<file path="src/rtl/sclk_gen_pkg.sv">
// Package: shared constants and helpers for the asymmetric serial clock generator.
// Assumes the scale exponent is unsigned and clamped to SCALE_MAX_DEF.
package sclk_gen_pkg;

    localparam int SCALE_W_DEF   = 4;
    localparam int SCALE_MAX_DEF = 8;
    localparam int CNT_W_DEF     = 8;

    // Edge routing selected by the phase setting
    typedef enum logic {
        PH_FIRST  = 1'b0,
        PH_SECOND = 1'b1
    } phase_sel_e;

    // Strobe bundle passed from the phase counter to the output stage
    typedef struct packed {
        logic lead;
        logic trail;
    } edge_pulse_t;

endpackage

</file>
<file path="src/rtl/sclk_gen_prescale.sv">
// Module: power-of-two prescaler.
// Produces a one-cycle tick every 2^S bus cycles while run is high; S is clamped to SCALE_MAX.
// Assumes: when run is low the count is held at zero, so a restart always takes a full period.
module sclk_gen_prescale #(
    parameter int SCALE_W   = 4,
    parameter int SCALE_MAX = 8,
    localparam int PRE_W    = (SCALE_MAX < 1) ? 1 : SCALE_MAX
) (
    input  logic               clk,
    input  logic               rst_n,
    input  logic               run_i,
    input  logic [SCALE_W-1:0] scale_i,
    output logic               tick_o
);

    generate
        if (SCALE_MAX == 0) begin : g_no_div
            // With no division allowed, every running cycle is a tick
            assign tick_o = run_i;
        end else begin : g_div
            logic [PRE_W-1:0] pre_q;
            logic [PRE_W:0]   span;
            logic [PRE_W-1:0] mask;
            logic [SCALE_W-1:0] s_eff;

            // Clamp the exponent and build the terminal count
            always_comb begin
                s_eff = (scale_i > SCALE_W'(SCALE_MAX)) ? SCALE_W'(SCALE_MAX) : scale_i;
                span  = (PRE_W+1)'(1) << s_eff;
                mask  = PRE_W'(span - (PRE_W+1)'(1));
            end

            assign tick_o = run_i && (pre_q >= mask);

            // Count bus cycles up to the terminal value, cleared when stopped
            always_ff @(posedge clk) begin
                if (!rst_n || !run_i) begin
                    pre_q <= '0;
                end else if (tick_o) begin
                    pre_q <= '0;
                end else begin
                    pre_q <= pre_q + PRE_W'(1);
                end
            end
        end
    endgenerate

endmodule

</file>
<file path="src/rtl/sclk_gen_phase.sv">
// Module: half-period counter.
// Counts prescaled ticks in the current half and toggles the raw clock when the half ends.
// Emits registered one-cycle strobes in the same cycle the raw level changes.
// Assumes: a zero length counts as one tick; the raw clock starts in its low (idle) half.
module sclk_gen_phase #(
    parameter int CNT_W = 8
) (
    input  logic                      clk,
    input  logic                      rst_n,
    input  logic                      run_i,
    input  logic                      tick_i,
    input  logic [CNT_W-1:0]          hi_len_i,
    input  logic [CNT_W-1:0]          lo_len_i,
    output logic                      raw_o,
    output sclk_gen_pkg::edge_pulse_t edge_o
);

    logic [CNT_W-1:0] cnt_q;
    logic [CNT_W-1:0] hi_eff;
    logic [CNT_W-1:0] lo_eff;
    logic [CNT_W-1:0] last;
    logic             act_q;
    logic             lead_q;
    logic             trail_q;
    logic             half_done;

    // Promote zero lengths to one and pick the limit of the current half
    always_comb begin
        hi_eff    = (hi_len_i == '0) ? CNT_W'(1) : hi_len_i;
        lo_eff    = (lo_len_i == '0) ? CNT_W'(1) : lo_len_i;
        last      = act_q ? (hi_eff - CNT_W'(1)) : (lo_eff - CNT_W'(1));
        half_done = tick_i && (cnt_q >= last);
    end

    // Advance the tick count, flip the half at its end and raise the matching strobe
    always_ff @(posedge clk) begin
        if (!rst_n || !run_i) begin
            cnt_q   <= '0;
            act_q   <= 1'b0;
            lead_q  <= 1'b0;
            trail_q <= 1'b0;
        end else begin
            lead_q  <= half_done && !act_q;
            trail_q <= half_done && act_q;
            if (half_done) begin
                cnt_q <= '0;
                act_q <= !act_q;
            end else if (tick_i) begin
                cnt_q <= cnt_q + CNT_W'(1);
            end
        end
    end

    assign raw_o        = act_q;
    assign edge_o.lead  = lead_q;
    assign edge_o.trail = trail_q;

endmodule

</file>
<file path="src/rtl/sclk_gen_out.sv">
// Module: output stage.
// Applies the idle polarity to the raw clock and routes edge strobes to sample and shift roles.
// Assumes the strobes arrive already one cycle wide and aligned with the raw level change.
module sclk_gen_out (
    input  logic                      raw_i,
    input  sclk_gen_pkg::edge_pulse_t edge_i,
    input  logic                      cpol_i,
    input  logic                      cpha_i,
    output logic                      sclk_o,
    output logic                      lead_o,
    output logic                      trail_o,
    output logic                      sample_o,
    output logic                      shift_o
);
    import sclk_gen_pkg::*;

    phase_sel_e ph;

    // Apply polarity and assign the sampling edge per phase setting
    always_comb begin
        ph      = phase_sel_e'(cpha_i);
        sclk_o  = raw_i ^ cpol_i;
        lead_o  = edge_i.lead;
        trail_o = edge_i.trail;
        if (ph == PH_FIRST) begin
            sample_o = edge_i.lead;
            shift_o  = edge_i.trail;
        end else begin
            sample_o = edge_i.trail;
            shift_o  = edge_i.lead;
        end
    end

endmodule

</file>
<file path="src/rtl/asym_sclk_gen.sv">
// Module: asymmetric serial clock generator (top).
// Chains the prescaler, the half-period counter and the output stage.
// Assumes the settings are stable while running; a change takes effect at the next tick.
module asym_sclk_gen #(
    parameter int SCALE_W   = sclk_gen_pkg::SCALE_W_DEF,
    parameter int SCALE_MAX = sclk_gen_pkg::SCALE_MAX_DEF,
    parameter int CNT_W     = sclk_gen_pkg::CNT_W_DEF
) (
    input  logic               clk,
    input  logic               rst_n,
    input  logic               run_i,
    input  logic [SCALE_W-1:0] scale_i,
    input  logic [CNT_W-1:0]   hi_ticks_i,
    input  logic [CNT_W-1:0]   lo_ticks_i,
    input  logic               cpol_i,
    input  logic               cpha_i,
    output logic               sclk_o,
    output logic               lead_o,
    output logic               trail_o,
    output logic               sample_o,
    output logic               shift_o
);

    logic                      tick;
    logic                      raw;
    sclk_gen_pkg::edge_pulse_t edges;

    sclk_gen_prescale #(
        .SCALE_W  (SCALE_W),
        .SCALE_MAX(SCALE_MAX)
    ) u_pre (
        .clk    (clk),
        .rst_n  (rst_n),
        .run_i  (run_i),
        .scale_i(scale_i),
        .tick_o (tick)
    );

    sclk_gen_phase #(
        .CNT_W(CNT_W)
    ) u_phase (
        .clk     (clk),
        .rst_n   (rst_n),
        .run_i   (run_i),
        .tick_i  (tick),
        .hi_len_i(hi_ticks_i),
        .lo_len_i(lo_ticks_i),
        .raw_o   (raw),
        .edge_o  (edges)
    );

    sclk_gen_out u_out (
        .raw_i   (raw),
        .edge_i  (edges),
        .cpol_i  (cpol_i),
        .cpha_i  (cpha_i),
        .sclk_o  (sclk_o),
        .lead_o  (lead_o),
        .trail_o (trail_o),
        .sample_o(sample_o),
        .shift_o (shift_o)
    );

endmodule

</file>
<file path="config.mk">
export PLATFORM = sky130hd
export DESIGN_NAME = asym_sclk_gen
export DESIGN_NICKNAME = d
export VERILOG_FILES = /design/src/rtl/sclk_gen_pkg.sv /design/src/rtl/sclk_gen_prescale.sv /design/src/rtl/sclk_gen_phase.sv /design/src/rtl/sclk_gen_out.sv /design/src/rtl/asym_sclk_gen.sv
export SDC_FILE = /design/constraint.sdc
export NUM_CORES = 1
export LEC_CHECK = 0
export ABC_AREA = 1
export BUFFER_PORTS_ARGS = -buffer_cell sky130_fd_sc_hd__buf_2
export CORE_UTILIZATION = 31
export DETAILED_ROUTE_END_ITERATION = 6
export MAX_ROUTING_LAYER = met4
export PLACE_DENSITY = 0.46
export SYNTH_ARGS = -nofsm -noshare
export SYNTH_HDL_FRONTEND = slang
export SYNTH_HIERARCHICAL = 1
export SYNTH_SLANG_ARGS = --single-unit
</file>
<file path="constraint.sdc">
create_clock -name clk -period 6.3 [get_ports clk]
set_clock_uncertainty 0.2 [all_clocks]
set_input_delay 0.63 -clock clk [delete_from_list [all_inputs] [get_ports clk]]
set_output_delay 0.63 -clock clk [all_outputs]
set_load 0.05 [all_outputs]
</file>
==> metrics.yaml, run 1 <==
outcome: "completed"
cp_slowest_cell: "a21boi_0"
yosys-top-cells-count: "nand2_1, inv_1, nor2_1"
cp-start-kind: "input port"
worstSkewPairLatency_ps: 260
hold_buffers: 0
first_iter_violations: 35
grt_max_degree: 16
drv_slew: 0
start_util_pct: 32.5
yosys.area.top_type: "dfxtp_1"
worst_pin_slew_ps: 872
grt_pass1_wl_um: 5150
slowest_delay_ps: 690
ios: 30
netlist_instances: 257
rsz0062_at_grt: "false"
cts_setup_buffers: 0
p_total_uw: 254
grtUsageTotal_pct: 12.3
area_growth_syn_to_layout_pct: 13.8
via_per_inst: 4.10
grt_pass1_vias: 1202
period_minus_slack_ps: 3520
powerDensity_nw_per_um2: 133
cp_max_fo: 7
postPlaceCellArea_um2: 1860
io_buffers: 29
async_reset_ff_share_pct: 0
setup_violations: 0
hp-start: "u_pre/g_div.pre_q[0]"
htreeDepth: 1
hold_end: "u_pre/g_div.pre_q[0]"
leakagePower_nw: 1.01
hold_depth: 1
ant_nets: 0
netlist_area_um2: 1680
grt_antenna_before_repair: 0
wire_per_inst_um: 9.17
timing.setup.tns_ps: 0
gp_congestion: 0.896
max_freq_ghz: 0.284
netlist.area_leader.share_pct: 22.6
min_period_over_period_pct: 55.9
yosys-top-cells-area: "dfxtp_1, nand2_1, ha_1, inv_1, nor2_1"
relSlewSlack_pct: 41.4
avgSynthCellArea_um2: 6.54
yosysSeqAreaShare_pct: 22.6
drc_errors: 0
nets: 330
stdcell_count: 354
root_buffer: "clkbuf_8"
final_hold_viol_count: 0
placedCellCount: 350
endpoint_kind: "register"
dieArea_um2: 5720
hp-class: "reg -> reg"
cp_data_arrival_time_ps: 3480
cts_buffers: 3
final_area_um2: 1910
cp_common_cell: "nand2_1"
cp_cell_sequence: "buf_2 > inv_1 > nand2_2 > inv_1 > nand2_1 > ha_1 > inv_1 > xor2_1 > inv_1 > ha_1 > nand2_1 > nor2_1 > nor2_1 > nand2_1 > nand2_1 > a21boi_0 > nand2_1 > nor2_1 > nand4_1 > xor2_1 > nor2_1"
ir_drop_v: 0.0000770
grt.overflow.total: 0
timing.reg2reg.worst_path_depth: 18
reg2reg_from: "u_phase/raw_o"
cts_resized: 0
fp.dieH_um: 75.6
hpwl_um: 2780
cts.sinks: 19
drt_wl_total_um: 3250
clockBufferDepth: 2
synth_edf_count: 0
via_count: 1452
syn-num-nets: 302
ys_dominant_reg_cell: "dfxtp_1"
drt_pass1_iterations: 4
synth-seq-cells: 19
synth.most_common_cell: "nand2_1"
clk_pin_slew_worst_paths_ps: 80
core_area_um2: 5170
r2r_end: "u_phase/cnt_q[0]"
r2r_slack_ps: 3140
n_antenna_cell: 0
cp.required_ps: 6250
yosysWarnings: 6
critPathKind: "in -> reg"
drv_cap: 0
fp.dieW_um: 75.6
tritoncts: "yes"
placement_rows: 26
drive_gt1_share_pct: 18.0
synth.distinct_cells: 27
-- power by group --
part | total, mW | internal, mW | switching (mW)
sequential | 0.121 | 0.121 | 0.000813
clock | 0.0881 | 0.0446 | 0.0436
combinational | 0.0442 | 0.0182 | 0.0260
total | 0.254 | 0.183 | 0.0703
-- cells by family after synthesis --
logic type / Yosys count / share of synthesized area (%)
multiplexers: 1 / 0.596
AO/OA/AOI/OAI: 17 / 6.63
AND/OR/NAND/NOR: 134 / 33.9
flip-flops: 19 / 22.6
buffers and inverters: 49 / 12.5
XOR/XNOR: 17 / 8.86
adder cells (fa/ha/maj): 20 / 14.9
-- metal layers --
| layer | vias to the layer above | wire (um) | GRT usage (%) |
|---|---|---|---|
| met1 | 594 | 1830 | 17.2 |
| met2 | 15 | 1310 | 18.4 |
| li1 | 841 | - | - |
| met4 | 0 | 18 | 1.85 |
| met5 | - | 0 | - |
| met3 | 2 | 89 | 2.78 |
-- cell usage in the layout, fill, tap and decap left out, types with 5 or more instances in the layout --
cell and n:
nand2_1 71, inv_1 40, nor2_1 38, buf_2 29, ha_1 20, dfxtp_1 19, xor2_1 12, o21ai_0 6
nand3_1 5, xnor2_1 5
-- sequential cells by signal, indices dropped and copies added (netlist names) --
signal / cells
u_phase/cnt_q: 8
u_pre/g_div.pre_q: 8
u_phase/lead_q: 1
u_phase/trail_q: 1
u_phase/raw_o: 1
-- metrics by stage --
| stage | setup WS (ps) | util, % | hold slack [ps] |
|---|---|---|---|
| finish | 2780 | 37.0 | 284 |
| global route | 2440 | 37.0 | 351 |
| global placement | 2540 | 36.0 | 255 |
| floorplan | 3310 | - | 240 |
| detailed placement | 2480 | 36.0 | 268 |
| CTS | 2760 | 37.0 | 289 |
-- area by class of cell --
type,count,area [um2]
clock buffer,3,41.3
fill,567,3260
inverter,43,161
timing repair buffer,29,145
tap,70,87.6
multi-input combinational,189,1090
sequential,19,380
clock inverter,1,7.51
-- worst max-delay path by stage --
stage               depth (start not counted)  slack (ps)          endpoint        from
finish                                     21        2780  u_phase/cnt_q[7]  scale_i[2]
global route                               21        2440  u_phase/cnt_q[7]  scale_i[2]
CTS                                        21        2760  u_phase/cnt_q[7]  scale_i[2]
detailed placement                         21        2480  u_phase/cnt_q[7]  scale_i[2]
global placement                           21        2540  u_phase/cnt_q[7]  scale_i[2]
floorplan                                  21        3310  u_phase/cnt_q[7]  scale_i[2]
-- critical path: cells and delay by family --
family                   cells  cell delay [ps]
AO/OA/AOI/OAI                1              690
buffers and inverters        5              410
adder cells (fa/ha/maj)      2              440
AND/OR/NAND/NOR             11             1010
XOR/XNOR                     2              300
Power figures use the tool's default switching activity.
==> run 2, diff against run 1 <==
--- a/config.mk
+++ b/config.mk
@@ -10,7 +10,7 @@
 export CORE_UTILIZATION = 31
 export DETAILED_ROUTE_END_ITERATION = 6
 export MAX_ROUTING_LAYER = met4
-export PLACE_DENSITY = 0.46
+export PLACE_DENSITY = 0.48
 export SYNTH_ARGS = -nofsm -noshare
 export SYNTH_HDL_FRONTEND = slang
 export SYNTH_HIERARCHICAL = 1
==> constraint.sdc (replaced) <==
create_clock -name clk -period 2.9 [get_ports clk]
set_clock_uncertainty 0.2 [all_clocks]
set_input_delay 0.29 -clock clk [delete_from_list [all_inputs] [get_ports clk]]
set_output_delay 0.29 -clock clk [all_outputs]
set_load 0.05 [all_outputs]
==> run 2 against run 1 <==
Against the previous run: cell count increased by 2.5%; combinational power increased by 130%; hold slack got worse by 64 ps; via count increased by 3.4%; sequential share of layout area decreased by 0.68 points.
==> metrics.yaml, run 2 (same netlist as run 1, synthesis figures left out) <==
postLayoutCoreUtil_pct: 38.4  # +1.4 points
fp.dieH_um: 75.6  # unchanged
reg2reg_from: "u_phase/raw_o"
worst_pin_slew_ps: 289  # -583 ps
drt_wl_total_um: 3240  # about the same
max_freq_ghz: 0.382
stdcell_count: 363  # +2.5%
critPathKind: "in -> reg"
via_per_inst: 4.14  # +0.88%
r2r_end: "u_phase/cnt_q[6]"
ios: 30  # unchanged
start_util_pct: 32.5  # unchanged
grt_antenna_before_repair: 0  # unchanged
dieArea_um2: 5720  # unchanged
final_hold_viol_count: 0  # unchanged
wire_per_inst_um: 8.94  # -2.6%
outcome: "completed"
gp_congestion: 0.917  # +2.3%
fp.dieW_um: 75.6  # unchanged
hold_buffers: 0  # unchanged
root_buffer: "clkbuf_8"
endpoint_kind: "register"
grtUsageTotal_pct: 13.8  # +1.5 points
htreeDepth: 1  # unchanged
hp-start: "rst_n"
min_period_over_period_pct: 90.3
placement_rows: 26  # unchanged
tritoncts: "yes"
hpwl_um: 2800  # +0.69%
r2r_slack_ps: 370  # -2770 ps
ir_drop_v: 0.000154  # +100%
cp-start-kind: "input port"
final_area_um2: 1990  # +3.9%
hold_depth: 5  # +4
drc_errors: 0  # unchanged
drive_gt1_share_pct: 21.5  # +3.5 points
cts_buffers: 3  # unchanged
leakagePower_nw: 1.05  # +4.7%
io_buffers: 29  # unchanged
cp.required_ps: 2900  # -3350 ps
layout_commonest_cell: "nand2_1"
largestRegisters: "u_phase/cnt_q: 8 flops, u_pre/g_div.pre_q: 8 flops"
grt_max_degree: 13  # -3
drv_slew: 0  # unchanged
grt.overflow.total: 0  # unchanged
timing.setup.tns_ps: 0  # unchanged
fillers: 563  # -0.71%
area_growth_syn_to_layout_pct: 18.2
core_area_um2: 5170  # unchanged
hold_end: "u_phase/trail_q"
nets: 339  # +2.7%
rsz0062_at_grt: "true"
worstSkewPairLatency_ps: 250  # about the same
first_iter_violations: 37  # +5.7%
setup_violations: 0  # unchanged
via_count: 1502  # +3.4%
timing.reg2reg.worst_path_depth: 18  # unchanged
period_minus_slack_ps: 2620
ant_nets: 0  # unchanged
drt_pass1_iterations: 4  # unchanged
cts.sinks: 19  # unchanged
grt_pass1_wl_um: 5650  # +9.6%
layout.cells.most_common_list: "nand2_1, inv_1, nor2_1"
cp_max_fo: 7  # unchanged
relSlewSlack_pct: 80.6  # +39 points
powerDensity_nw_per_um2: 278  # +110%
placedCellCount: 358  # +2.3%
clockBufferDepth: 2  # unchanged
postPlaceCellArea_um2: 1920  # +3.2%
cp_data_arrival_time_ps: 2620  # -860 ps
hp-class: "in -> reg"
clk_pin_slew_worst_paths_ps: 80  # about the same
n_antenna_cell: 0  # unchanged
grt_pass1_vias: 1315  # +9.4%
drv_cap: 0  # unchanged
## run 2: cell types whose count changed in the layout (fill, tap and decap cells not counted), sizes merged
| cell | delta |
|---|---|
| buf | +9 |
## run 2: worst max path at each step
| stage | from | end | slack [ps] | cells past startpoint |
|---|---|---|---|---|
| 6_report | scale_i[2] | u_phase/cnt_q[7] | 280 | 22 |
| 5_1_grt | scale_i[2] | u_phase/cnt_q[6] | -4 | 21 |
| 4_1_cts | u_phase/raw_o | u_phase/cnt_q[6] | 130 | 18 |
| 3_5_place_dp | scale_i[2] | u_phase/cnt_q[7] | -50 | 22 |
| 3_3_place_gp | scale_i[1] | u_phase/cnt_q[7] | 6 | 20 |
| 2_1_floorplan | scale_i[2] | u_phase/cnt_q[7] | 250 | 21 |
## run 2: per-layer routing
layer  vias to the layer above  GRT usage (%)  routed length (um)
met1                       626           19.4                1830
met3                         2           3.57                  74
met2                        13           19.6                1320
li1                        861              -                   -
met4                         0           3.09                  18
met5                         -              -                   0
## run 2: power breakdown
part / internal (mW) / total [mW] / switching [mW]
combinational: 0.0427 / 0.100 / 0.0573
clock: 0.0968 / 0.189 / 0.0927
sequential: 0.262 / 0.264 / 0.00186
total: 0.401 / 0.553 / 0.152
## run 2: cell type report
cell class                 instances  area (um2)  area share [%]
inverter                          43         161            8.12
multi-input combinational        189        1090            55.1
clock inverter                     1        7.51           0.378
timing repair buffer              38         213            10.7
clock buffer                       3        41.3            2.08
sequential                        19         382            19.2
tap                               70        87.6            4.41
## run 2: stage by stage
| step | setup slack, ps | power, mW | hold WS [ps] |
|---|---|---|---|
| 6_report | 280 | 0.553 | 220 |
| 3_3_place_gp | 5.83 | 0.371 | 262 |
| 5_1_grt | -4.20 | 0.597 | 265 |
| 2_1_floorplan | 254 | 0.332 | 240 |
| 3_5_place_dp | -50.4 | 0.370 | 268 |
| 4_1_cts | 134 | 0.563 | 222 |
## run 2: worst max-delay path, cell delays in order
cell and delay [ps]:
buf_2 110, inv_1 70, nand2_2 60, inv_1 70, nand2_1 70, ha_1 180, inv_1 90, xor2_1 140
inv_1 60, ha_1 260, nand2_1 60, nor2_1 100, nor2_1 40, nand2_1 50, nand2_1 70, a21boi_0 160
buf_4 180, nand2_1 70, nor2_2 120, nand4_1 130, xor2_1 160, nor2_1 90
## run 2: what timing repair did
item / 4_1_cts / 5_1_grt
resized for setup: 0 / 3
endpoints found under the setup margin: 0 / 8
buffers inserted: 0 / 1
